$ cat src/rtl/sbm_pkg.sv
package sbm_pkg;
  typedef enum logic [1:0] {
    ST_IDLE = 2'd0,
    ST_SEND = 2'd1,
    ST_WAIT = 2'd2
  } sbm_state_e;
endpackage

$ cat src/rtl/sbm_frame_tx.sv
module sbm_frame_tx #(
  parameter int ADDR_W = 17,
  parameter int DATA_W = 32,
  localparam int FRM_W = 1 + ADDR_W + DATA_W
) (
  input  logic              clk_i,
  input  logic              rst_ni,
  input  logic              load_i,
  input  logic              shift_i,
  input  logic              wr_i,
  input  logic [ADDR_W-1:0] addr_i,
  input  logic [DATA_W-1:0] wdata_i,
  output logic [1:0]        lane_o
);
  logic [FRM_W-1:0] sh_q;

  always_ff @(posedge clk_i or negedge rst_ni) begin
    if (!rst_ni) begin
      sh_q <= '0;
    end else if (load_i) begin
      // bit 0 = op flag, bit 1 = addr[0], so every beat pairs neighbours
      sh_q <= {wdata_i, addr_i, wr_i};
    end else if (shift_i) begin
      sh_q <= {2'b00, sh_q[FRM_W-1:2]};
    end
  end

  assign lane_o = shift_i ? sh_q[1:0] : 2'b00;
endmodule

$ cat src/rtl/sbm_rsp_rx.sv
module sbm_rsp_rx #(
  parameter int DATA_W   = 32,
  parameter int NARROW_W = 8,
  localparam int WIDE_BEATS   = DATA_W / 2,
  localparam int NARROW_BEATS = NARROW_W / 2,
  localparam int IDX_W        = $clog2(WIDE_BEATS)
) (
  input  logic              clk_i,
  input  logic              rst_ni,
  input  logic              clr_i,
  input  logic              cap_i,
  input  logic              wide_i,
  input  logic [1:0]        rsp_i,
  output logic [DATA_W-1:0] word_o,
  output logic              last_o
);
  logic [DATA_W-1:0] acc_q;
  logic [IDX_W-1:0]  idx_q;

  always_ff @(posedge clk_i or negedge rst_ni) begin
    if (!rst_ni) begin
      acc_q <= '0;
      idx_q <= '0;
    end else if (clr_i) begin
      acc_q <= '0;
      idx_q <= '0;
    end else if (cap_i) begin
      acc_q <= word_o;
      idx_q <= idx_q + 1'b1;
    end
  end

  // word including the beat on the lane this cycle
  always_comb begin
    word_o = acc_q;
    word_o[2*idx_q +: 2] = rsp_i;
  end

  assign last_o = wide_i ? (idx_q == IDX_W'(WIDE_BEATS - 1))
                         : (idx_q == IDX_W'(NARROW_BEATS - 1));
endmodule

$ cat src/rtl/sbm_timer.sv
module sbm_timer #(
  parameter int TO_W = 16
) (
  input  logic            clk_i,
  input  logic            rst_ni,
  input  logic            clr_i,
  input  logic            run_i,
  input  logic [TO_W-1:0] limit_i,
  output logic            expire_o
);
  logic [TO_W-1:0] cnt_q;

  always_ff @(posedge clk_i or negedge rst_ni) begin
    if (!rst_ni) begin
      cnt_q <= '0;
    end else if (clr_i) begin
      cnt_q <= '0;
    end else if (run_i && (cnt_q != '1)) begin
      cnt_q <= cnt_q + 1'b1;
    end
  end

  // limit 0 expires like limit 1
  assign expire_o = run_i && (({1'b0, cnt_q} + 1'b1) >= {1'b0, limit_i});
endmodule

$ cat src/rtl/sbm_master.sv
module sbm_master
  import sbm_pkg::*;
#(
  parameter int ADDR_W   = 17,
  parameter int DATA_W   = 32,
  parameter int NARROW_W = 8,
  parameter int TO_W     = 16,
  localparam int ADDR_BEATS   = (ADDR_W + 1) / 2,
  localparam int WIDE_BEATS   = DATA_W / 2,
  localparam int NARROW_BEATS = NARROW_W / 2,
  localparam int FRM_MAX      = ADDR_BEATS + WIDE_BEATS,
  localparam int CNT_W        = $clog2(FRM_MAX + 1)
) (
  input  logic              clk_i,
  input  logic              rst_ni,
  input  logic              start_i,
  input  logic              write_i,
  input  logic              wide_i,
  input  logic [ADDR_W-1:0] addr_i,
  input  logic [DATA_W-1:0] wdata_i,
  input  logic [TO_W-1:0]   tmo_limit_i,
  output logic              busy_o,
  output logic              done_o,
  output logic              timeout_o,
  output logic [DATA_W-1:0] rdata_o,
  output logic              req_o,
  output logic [1:0]        lane_o,
  input  logic              ack_i,
  input  logic [1:0]        rsp_i
);
  sbm_state_e        state_q;
  logic              wr_q, wide_q;
  logic [TO_W-1:0]   lim_q;
  logic [CNT_W-1:0]  beat_q;
  logic [CNT_W-1:0]  last_beat;
  logic              done_q, to_q;
  logic [DATA_W-1:0] rdata_q;

  logic              accept, tx_shift, rx_cap, rx_last, tm_clr, tm_run, tm_exp;
  logic [DATA_W-1:0] rx_word;

  assign accept   = (state_q == ST_IDLE) && start_i;
  assign tx_shift = (state_q == ST_SEND);
  assign rx_cap   = (state_q == ST_WAIT) && ack_i && !wr_q;
  assign tm_run   = (state_q == ST_WAIT);
  assign tm_clr   = !tm_run || ack_i;

  always_comb begin
    if (!wr_q)       last_beat = CNT_W'(ADDR_BEATS - 1);
    else if (wide_q) last_beat = CNT_W'(ADDR_BEATS + WIDE_BEATS - 1);
    else             last_beat = CNT_W'(ADDR_BEATS + NARROW_BEATS - 1);
  end

  sbm_frame_tx #(.ADDR_W(ADDR_W), .DATA_W(DATA_W)) u_tx (
    .clk_i   (clk_i),
    .rst_ni  (rst_ni),
    .load_i  (accept),
    .shift_i (tx_shift),
    .wr_i    (write_i),
    .addr_i  (addr_i),
    .wdata_i (wdata_i),
    .lane_o  (lane_o)
  );

  sbm_rsp_rx #(.DATA_W(DATA_W), .NARROW_W(NARROW_W)) u_rx (
    .clk_i  (clk_i),
    .rst_ni (rst_ni),
    .clr_i  (accept),
    .cap_i  (rx_cap),
    .wide_i (wide_q),
    .rsp_i  (rsp_i),
    .word_o (rx_word),
    .last_o (rx_last)
  );

  sbm_timer #(.TO_W(TO_W)) u_tm (
    .clk_i    (clk_i),
    .rst_ni   (rst_ni),
    .clr_i    (tm_clr),
    .run_i    (tm_run),
    .limit_i  (lim_q),
    .expire_o (tm_exp)
  );

  always_ff @(posedge clk_i or negedge rst_ni) begin
    if (!rst_ni) begin
      state_q <= ST_IDLE;
      wr_q    <= 1'b0;
      wide_q  <= 1'b0;
      lim_q   <= '0;
      beat_q  <= '0;
      done_q  <= 1'b0;
      to_q    <= 1'b0;
      rdata_q <= '0;
    end else begin
      done_q <= 1'b0;
      to_q   <= 1'b0;
      unique case (state_q)
        ST_IDLE: begin
          if (start_i) begin
            wr_q    <= write_i;
            wide_q  <= wide_i;
            lim_q   <= tmo_limit_i;
            beat_q  <= '0;
            state_q <= ST_SEND;
          end
        end
        ST_SEND: begin
          beat_q <= beat_q + 1'b1;
          if (beat_q == last_beat) state_q <= ST_WAIT;
        end
        ST_WAIT: begin
          if (ack_i) begin
            if (wr_q) begin
              done_q  <= 1'b1;
              state_q <= ST_IDLE;
            end else if (rx_last) begin
              done_q  <= 1'b1;
              rdata_q <= rx_word;
              state_q <= ST_IDLE;
            end
          end else if (tm_exp) begin
            done_q  <= 1'b1;
            to_q    <= 1'b1;
            state_q <= ST_IDLE;
          end
        end
        default: state_q <= ST_IDLE;
      endcase
    end
  end

  assign busy_o    = (state_q != ST_IDLE);
  assign req_o     = tx_shift;
  assign done_o    = done_q;
  assign timeout_o = to_q;
  assign rdata_o   = rdata_q;
endmodule

$ cat config.mk
export PLATFORM = sky130hd
export DESIGN_NAME = sbm_master
export DESIGN_NICKNAME = d
export VERILOG_FILES = /design/src/rtl/sbm_pkg.sv /design/src/rtl/sbm_frame_tx.sv /design/src/rtl/sbm_rsp_rx.sv /design/src/rtl/sbm_timer.sv /design/src/rtl/sbm_master.sv
export SDC_FILE = /design/constraint.sdc
export NUM_CORES = 1
export LEC_CHECK = 0
export BUFFER_PORTS_ARGS = -buffer_cell sky130_fd_sc_hd__buf_2
export CAP_MARGIN = 40
export CORE_UTILIZATION = 62
export CTS_CLUSTER_SIZE = 10
export DETAILED_ROUTE_END_ITERATION = 8
export PLACE_DENSITY = 0.92
export SLEW_MARGIN = 20
export SYNTH_ARGS = -nofsm -noshare
export SYNTH_HDL_FRONTEND = slang
export SYNTH_SLANG_ARGS = --single-unit
$ cat constraint.sdc
create_clock -name clk_i -period 4.55 [get_ports clk_i]
set_input_delay 0.2275 -clock clk_i [delete_from_list [all_inputs] [get_ports clk_i]]
set_output_delay 0.2275 -clock clk_i [all_outputs]
set_load 0.1 [all_outputs]
After elaboration in Yosys (flattened, before gate mapping)
Index checks and enable logic that the tools add are counted.

Flip-flop bits (word level): 161. Latch bits: 0. RAM bits: 0. ROM bits: 0. Input port bits: 73. Output and inout bits: 38. Memories: 0.

Add/sub/neg operators: 5. $mul: 0. Divide/modulo/power cells: 0. Order comparisons: 1. Equality and inequality tests: 10. Shift operators: 2. Muxes and demuxes: 29. Bitwise operators: 1. Reduce and logical (&&, ||, !) cells: 18.

Operator list (number): $mux W50 (2); $mux W32 (2); $neg A5 Y34 (1); $shift A2 B34 Y32 const A (1); $shiftx A2 B34 Y32 (1); $bwmux W32 (1); $mux W16 (2); $add A16 B1 Y17 const B (1); $ge A17 B16 Y1 (1); $add A16 B1 Y16 const B (1); $ne A16 B16 Y1 const B (1); $mux W5 (3); $mux W2 (7); $pmux W5 S2 (1); $reduce_bool A2 Y1 (5); $mux W1 (8); $mux W4 (2); $reduce_and A4 Y1 (2); $pmux W2 S3 (1); $add A5 B1 Y5 const B (1); $eq A5 B5 Y1 (1); $logic_and A1 B1 Y1 (5); $add A4 B1 Y4 const B (1); $eq A4 B2 Y1 const B (1); 11 further kinds (14).

Longest topological paths before layout
Gate-level depths: netlist (run 1).

Depth after elaboration: 6. Mapped depth: 12.

Hierarchy
A second synthesis (run 1) with hierarchy kept.

Cell total of the unflattened synthesis: 777. Area, all modules: 8653.3 um^2.

Modules (own cells, without submodules): sbm_master (instances 1, cells each 154, area an instance 2507.4 um^2, sequential area each 1476.4 um^2); sbm_rsp_rx (instances 1, cells each 237, area an instance 2392.3 um^2, sequential area each 900.9 um^2); sbm_frame_tx (instances 1, cells each 218, area an instance 2343.5 um^2, sequential area each 1251.2 um^2); sbm_timer (instances 1, cells each 168, area an instance 1410.1 um^2, sequential area each 400.4 um^2).

Worst setup path before layout (run 1)
OpenSTA, ideal clock, no wires.

Path kind: reg-to-output. From: register state_q[1]. To: output port lane_o[0]. Arrival time: 2641 ps. Data required time: 4323 ps. Setup slack: 1681 ps. Cell stages (with the launch flop): 5. Cell sequence: dfrtp_1 -> nand2b_1 -> inv_1 -> clkbuf_1 -> and2_1.

Cells in the longest elaborated chain, start to end: 2.

Ends and longest elaborated chain: from (decl) (RTL line sbm_master.sv:31) `sbm_state_e state_q;`; from (signal assigned) (RTL line sbm_master.sv:87) `state_q <= ST_IDLE;`; from (signal assigned) (RTL line sbm_master.sv:105) `state_q <= ST_SEND;`; from (signal assigned) (RTL line sbm_master.sv:110) `if (beat_q == last_beat) state_q <= ST_WAIT;`; $eq A2 B1 Y1 (RTL line sbm_master.sv:43) `assign tx_shift = (state_q == ST_SEND);`; net req_o (RTL line sbm_master.sv:26) `output logic req_o,`; $mux W2 (RTL line sbm_frame_tx.sv:28) `assign lane_o = shift_i ? sh_q[1:0] : 2'b00;`; to (decl) (RTL line sbm_master.sv:27) `output logic [1:0] lane_o,`.

The timed path passes the listed nets, and every way through them passes these cells.

Worst setup path in the final report (run 1)
From: register u_tm.cnt_q[2]. To: register state_q[1].

Cells in the longest elaborated chain, start to end: 5.

Ends and longest elaborated chain: from (decl) (RTL line sbm_timer.sv:11) `logic [TO_W-1:0] cnt_q;`; from (signal assigned) (RTL line sbm_timer.sv:19) `cnt_q <= cnt_q + 1'b1;`; $add A16 B1 Y17 (RTL line sbm_timer.sv:24) `assign expire_o = run_i && (({1'b0, cnt_q} + 1'b1) >= {1'b0, limit_i});`; $ge A17 B16 Y1 (RTL line sbm_timer.sv:24); $logic_and A1 B1 Y1 (RTL line sbm_timer.sv:24); $ne A3 B2 Y1 (no line); $reduce_and A4 Y1 (no line).

Every way passes these cells. A chain may end at the register's enable or synchronous reset.

==> results of run 1 <==
-- worst paths after layout --
check	cells after the start	from	slack (ns)	endpoint
worst max register to register	10	u_tm.cnt_q[2]$_DFFE_PN0P_	1.25	state_q[1]$_DFFE_PN0P_
worst min register to register	2	rdata_o[3]$_DFFE_PN0P_	0.47	rdata_o[3]$_DFFE_PN0P_
worst min-delay path	3	tmo_limit_i[8]	0.003	lim_q[8]$_DFFE_PN0P_
min in group asynchronous	2	rst_ni	0.38	rdata_o[4]$_DFFE_PN0P_
worst max-delay path	10	u_tm.cnt_q[2]$_DFFE_PN0P_	1.25	state_q[1]$_DFFE_PN0P_
max in group asynchronous	3	rst_ni	3.13	u_tx.sh_q[25]$_DFFE_PN0P_
-- layout make-up --
class / count / share of cell area
multi-input combinational: 568 / 0.3690
timing repair buffer: 126 / 0.08200
clock inverter: 13 / 0.01477
clock buffer: 19 / 0.04997
inverter: 40 / 0.01657
sequential: 161 / 0.4445
tap: 168 / 0.02319
-- flip-flops by register name, indices dropped and copies added (netlist names), 2 cells and up --
| register | cells |
|---|---|
| rdata_o | 32 |
| state_q | 2 |
| u_tm.cnt_q | 16 |
| u_rx.idx_q | 4 |
| u_tx.sh_q | 50 |
| beat_q | 5 |
| u_rx.acc_q | 32 |
| lim_q | 16 |
-- where the power goes --
part,switching (mW),internal [mW]
Sequential,0.180,1.75
Combinational,0.815,0.429
Clock,0.586,0.836
Total,1.58,3.02
-- cells in the mapped netlist, types with 5 or more instances --
| master | n |
|---|---|
| xnor2_1 | 9 |
| xor2_1 | 9 |
| clkbuf_1 | 32 |
| inv_1 | 40 |
| o21ai_0 | 59 |
| nand3_1 | 17 |
| ha_1 | 24 |
| a22o_1 | 14 |
| a21oi_1 | 21 |
| nand2b_1 | 8 |
| a22oi_1 | 46 |
| a21o_1 | 5 |
| dfrtp_1 | 161 |
| and2_1 | 11 |
| nor2_1 | 56 |
| mux2i_1 | 19 |
| nand2_1 | 193 |
| a221o_1 | 14 |
| nor3_1 | 6 |
| a32o_1 | 8 |
| nand4_1 | 7 |
-- tightest hold or removal path, cell delays in order --
cell and delay (ns):
buf_2 0.07, nand2_1 0.04, o21ai_0 0.06
-- cell usage in the layout, fill, tap and decap left out, drive strengths merged, types with 21 or more instances in the layout --
| cell type | n |
|---|---|
| inv | 43 |
| a22oi | 46 |
| buf | 120 |
| nor2 | 56 |
| ha | 24 |
| nand2 | 193 |
| dfrtp | 161 |
| a21oi | 21 |
| o21ai | 61 |
-- metal layers --
metal	vias up	part of all wire	track usage
li1	3011	-	-
met1	3097	0.42	0.3841
met2	257	0.48	0.4785
met3	58	0.065	0.06963
met4	0	0.030	0.1430
met5	-	0	0
-- metrics by stage --
stage / utilization / total power, mW
3_5_place_dp: 0.6944 / 3.152
5_1_grt: 0.7515 / 4.864
2_1_floorplan: - / 2.818
6_report: 0.7515 / 4.598
3_3_place_gp: 0.6898 / 3.067
4_1_cts: 0.7480 / 4.590
-- cell families (layout without fill, tap and decap cells) --
logic type / count (synthesis) / after routing
simple gates: 324 / 324
compound gates: 183 / 183
flops: 161 / 161
buf+inv: 80 / 198
fa+ha+maj: 24 / 24
mux: 19 / 19
xor+xnor: 18 / 18
==> metrics.md, run 1 <==
| Metric | Value |
|---|---|
| Area of the multi-input gates | between 3000 and 4000 um^2 |
| Vias | around 6400 |
| CTS Sinks | around 160 |
| Boundary pin count | ~110 |
| Synth Area in XOR/XNOR | 0.02054 |
| CP peak stage delay | 0.60 ns |
| Cell family with most CP delay | simple AND/OR/NAND/NOR gates |
| Least-Margin Pin Slew | approximately 0.94 ns |
| Hold buffers post-CTS | 6 |
| Net Count, Synth | 906 |
| Core area | approximately 12000 um^2 |
| Peak VDD IR | roughly 0.45 mV |
| Min Hold Slack | 0.003336 ns |
| Starting Density | 0.6364 |
| Iteration-0 DRC count of the detailed router | 520 |
| Initial antenna violation count | 0 |
| Hold Fails Final Rpt | 0 |
| YS warnings | 0 |
| Post-synthesis sequential element count | approximately 160 |
| Number of buffers created by CTS | 17 |
| Ys async rst share | 1.000 |
| Post-route ant nets | 0 |
| Number of global-route vias before repair | 6377 |
| Clk_lat worst skew | 0.43 ns |
| Max Freq | between 300 and 400 MHz |
| Worst Path Arrival | approximately 3.6 ns |
| Critical path launch point type | flop |
| Compound-Gate Fraction of Synth Area | 0.1625 |
| Sequential fraction of the synthesis area | 0.5249 |
| First-pass GRT wire length | around 30 mm |
| Aggregate global routing overflow | 0 |
| Area share of the largest cell type after synthesis | 0.5249 |
| Fill cell count | about 800 |
| Post-synth top area cell | dfrtp_1 |
| RSZ-0062 raised after global routing | false |
| Total Nets Final | 1011 |
| Share of layout cells above drive strength 1 | 0.1758 |
| Post-synth EDFFs | 0 |
| Post-Place Cell Area | 8376 um^2 |
| Die X | about 110 um |
| Via/cell ratio | approximately 5.9 |
| Crit path kind | flop to flop |
| Gp weighted congestion | between 0.8 and 0.9 |
| Final worst-path cycle share | 0.7252 |
| Minimum clock period | ~3.3 ns |
| FF/Latch Area | roughly 4000 um^2 |
| Postcts setup bufs | 0 |
| Critical-path cell list | and4_4, and2_1, nand4_1, nor3_1, xor2_1, ha_1, nand3_1, or4_1, nand4b_2, o221ai_1 |
| Mean post-synth cell area | ~9.5 um^2 |
| Fin Setup TNS | 0 ns |
| Multiplexer share of the synthesized area | 0.02478 |
| Largest buffer count on any clock path | 2 |
| Synth unique cells | 52 |
| Max-slew violation count | 0 |
| Layout Skew | a little under 0.009 ns |
| Diodes inserted | 0 |
| Clock root buffer | clkbuf_16 |
| Final setup margin | roughly 1.3 ns |
| Post-cts sizing count | 0 |
| Mapped Area | around 7700 um^2 |
| Non-Filler Instances | around 1100 |
| Synth-to-layout area growth | 18.08% |
| Simple-Gate Fraction of Synth Area | 0.1873 |
| Clock tree from TritonCTS | done |
| Final WL | 17.96 mm |
| Die area | between 10000 and 15000 um^2 |
| Worst Hold Class | input port to flop |
| Synth top area cells | dfrtp_1 52%, nand2_1 9.4%, a22oi_1 4.5%, ha_1 3.9%, o21ai_0 3.8% |
| Required @ worst endpoint | about 4.8 ns |
| Critical path's slowest cell | or4_1 |
| Clock slew at reported path FFs | around 0.070 ns |
| # H-tree levels | 4 |
| Die Ht | 113.3 um |
| # setup viols final | 0 |
| DP HPWL | between 10 and 15 mm |
| Max Cap Viol | 0 |
| Slew headroom | 0.3749 |
| Dpl ws | between 1 and 1.5 ns |
| Num rows | 40 |
| Largest net degree at the start of global routing | slightly below 80 |
| Status | complete, no violations |
| Synthesized-area fraction occupied by adder cells | 0.03912 |
| Pleak | 4.528 nW |
| Primary FF master, synth | dfrtp_1 |
| CP bufs+invs | 0 |
| Crit Path Max Fanout | 5 |
| Worst Setup End Kind | flop |
| TritonRoute pass-1 iters | 5 |
| All-Layer GR Usage | 0.2977 |
| Wire length per cell | between 15 and 20 um |
| Cells after Synth | around 800 |
| Largest family of logic cells by synthesized area | simple AND/OR/NAND/NOR gates |
| Design area | 9064 um^2 |
| Pwr/cell area | slightly above 500 nW/um^2 |
| Port bufs | 110 |
| Drt drc | 0 |
| Dpl cells | 1053 |
(Power assumes the default switching activity.)
==> inputs of run 2 (changes only) <==
- CORE_UTILIZATION: 62 -> 52
- PLACE_DENSITY: 0.92 -> 0.82
- clock period: 4.55 -> 2.72 ns (I/O delays scaled with it)
==> run 2 against run 1 <==
  * The run now ends with negative setup slack left
  * Utilization fell by 6.2 points
  * Register-to-register slack got worse by 1.3 ns
  * Clock skew rose by 0.0013 ns
  * Combinational power rose by 85%
  * Via count is 7.6% higher
  * Sequential power grew 68%
  * Global-route usage shrank 1.7 points
  * Critical path depth stayed put
  * Sequential cell count unchanged
  * Count of clock-buffer cells in the layout is 1 higher
  * Critical endpoint unchanged
  * Highest routed layer unchanged
==> metrics.md, run 2 (synthesis results as in run 1) <==
| Metric | Value |
|---|---|
| Status | finished with violations |
| Failing checks | negative setup slack |
| Final setup margin | -0.06394 ns |
| # setup viols final | 3 |
| Clock slew at reported path FFs | ~0.060 ns |
| Post-Place Cell Area | ~8500 um^2 |
| Max Cap Viol | 0 |
| Peak VDD IR | 0.5749 mV |
| Aggregate global routing overflow | 0 |
| Boundary pin count | between 100 and 150 |
| All-Layer GR Usage | 0.2804 |
| Worst r2r src | u_tm.cnt_q[5]$_DFFE_PN0P_ |
| # H-tree levels | 4 |
| First-pass GRT wire length | between 30 and 40 mm |
| Hold Fails Final Rpt | 0 |
| Crit path from | u_tm.cnt_q[5]$_DFFE_PN0P_ |
| Most frequent cells in the layout | 193 x nand2_1, 158 x dfrtp_1, 109 x buf_2 |
| Pleak | about 4.9 nW |
| Number of global-route vias before repair | around 6700 |
| Area of the multi-input gates | 3438 um^2 |
| Num rows | between 40 and 50 |
| Max FFs per register | 50 |
| Largest Register | u_tx.sh_q |
| Final worst-path cycle share | 1.024 |
| Core area | between 10000 and 15000 um^2 |
| Required @ worst endpoint | 2.99 ns |
| Dpl cells | about 1100 |
| Wire length per cell | 17.16 um |
| Critical-path cell list | and4_4, nand4_4, xor2_4, inv_1, ha_4, and4_4, nand3_1, or4_4, nand4b_4, o221ai_2 |
| Port bufs | 110 |
| Worst Hold Class | input port to flop |
| Iteration-0 DRC count of the detailed router | 423 |
| Worst setup path endpoint | state_q[1]$_DFFE_PN0P_ |
| Clk_lat worst skew | between 0.4 and 0.5 ns |
| Min Hold Slack | between 0.09 and 0.1 ns |
| FF/Latch Area | 4033 um^2 |
| Largest buffer count on any clock path | 2 |
| Number of buffers created by CTS | 17 |
| Setup slack, reg-to-reg | -0.06 ns |
| Gp weighted congestion | around 0.87 |
| Critical path's slowest cell | or4_4 |
| Clock tree from TritonCTS | done |
| Crit path top cell by count | and4_4 |
| Clock root buffer | clkbuf_16 |
| Crit Path Max Fanout | 5 |
| TritonRoute pass-1 iters | 8 |
| Worst Setup End Kind | flop |
| Vias | approximately 6900 |
| Non-Filler Instances | ~1200 |
| Most common cell after layout, fill and taps aside | nand2_1 |
| Die area | around 15000 um^2 |
| Slew headroom | 0.4331 |
| RSZ-0062 raised after global routing | true |
| Starting Density | 0.5302 |
| Worst Path Arrival | 3.06 ns |
| Dpl ws | about 0.020 ns |
| Max-slew violation count | 0 |
| Reg-to-reg endpoint | state_q[1]$_DFFE_PN0P_ |
| CP peak stage delay | approximately 0.53 ns |
| Post-route ant nets | 0 |
| Minimum clock period | 2.784 ns |
| Design area | roughly 10000 um^2 |
| Via/cell ratio | 5.799 |
| Final WL | between 20 and 25 mm |
| Die X | between 100 and 150 um |
| Least-Margin Pin Slew | ~0.85 ns |
| Total Nets Final | approximately 1100 |
| Crit path kind | flop to flop |
| DP HPWL | about 12 mm |
| Max Freq | around 360 MHz |
| Total power draw | slightly above 8 mW |
| Synth-to-layout area growth | 30.11% |
| CTS Sinks | around 160 |
| R2r worst-path depth | 10 |
| Initial antenna violation count | 0 |
| Share of layout cells above drive strength 1 | 0.1946 |
| Fill cell count | between 1000 and 1500 |
| Largest net degree at the start of global routing | 80 |
| Critical path launch point type | flop |
| Drt drc | 0 |
| Layout Skew | 0.01001 ns |
| Die Ht | between 100 and 150 um |
| Pwr/cell area | 812.6 nW/um^2 |
[run 2: changes by cell type in the layout (fill, tap and decap cells not counted), moves of 3 or more]
cell,change
clkinv_2,-3
buf_4,+20
clkinv_4,+3
nor2_1,-3
dfrtp_1,-3
nor2_2,+3
dfrtp_2,+3
dlygate4sd3_1,+62
[run 2: layer usage]
| layer | global-route usage | share of wire | vias to the layer above |
|---|---|---|---|
| met2 | 0.4630 | 0.50 | 263 |
| met5 | 0 | 0 | - |
| met3 | 0.06273 | 0.053 | 59 |
| met1 | 0.3522 | 0.41 | 3411 |
| li1 | - | - | 3180 |
| met4 | 0.1250 | 0.035 | 0 |
[run 2: cell type report]
class | instances | share of cell area
timing repair buffer | 206 | 0.1507
clock inverter | 12 | 0.01817
antenna | 1 | 0.0002506
inverter | 40 | 0.01503
clock buffer | 20 | 0.04473
tap | 184 | 0.02305
sequential | 161 | 0.4038
multi-input combinational | 568 | 0.3443
[run 2: worst min path at each step]
stage,startpoint,to,depth (start not counted)
CTS,ack_i,done_o$_DFF_PN0_,2
global route,ack_i,done_o$_DFF_PN0_,2
finish,ack_i,done_o$_DFF_PN0_,2
detailed placement,rst_ni,rdata_o[4]$_DFFE_PN0P_,1
floorplan,rst_ni,beat_q[0]$_DFFE_PN0P_,0
global placement,rst_ni,rdata_o[4]$_DFFE_PN0P_,1
[run 2: repair_timing]
item / CTS / global route
setup endpoints to repair: 3 / 8
setup buffers: 2 / 6
hold buffers: 68 / 0
hold endpoints to repair: 125 / 0
resized for setup: 7 / 13
pin swaps: 2 / 8
[run 2: where the power goes]
group	leakage [nW]	internal [mW]	switching, mW
logic	2.47	0.834	1.47
registers	2.13	2.93	0.321
clock network	0.305	1.57	0.993
[run 2: through the flow]
step / util / TNS, ns
floorplan: - / 0
global placement: 0.5868 / 0
detailed placement: 0.5887 / 0
CTS: 0.6822 / 0
global route: 0.6896 / -0.4125
finish: 0.6898 / -0.1301
[run 2: worst max-delay path, delay by kind of cell (launching register included)]
family	cells	cell delay, ns
buffers and inverters	1	0.11
adder cells (fa/ha/maj)	1	0.30
AND/OR/NAND/NOR	6	1.47
AO/OA/AOI/OAI	1	0.11
flip-flops	1	0.37
XOR/XNOR	1	0.27
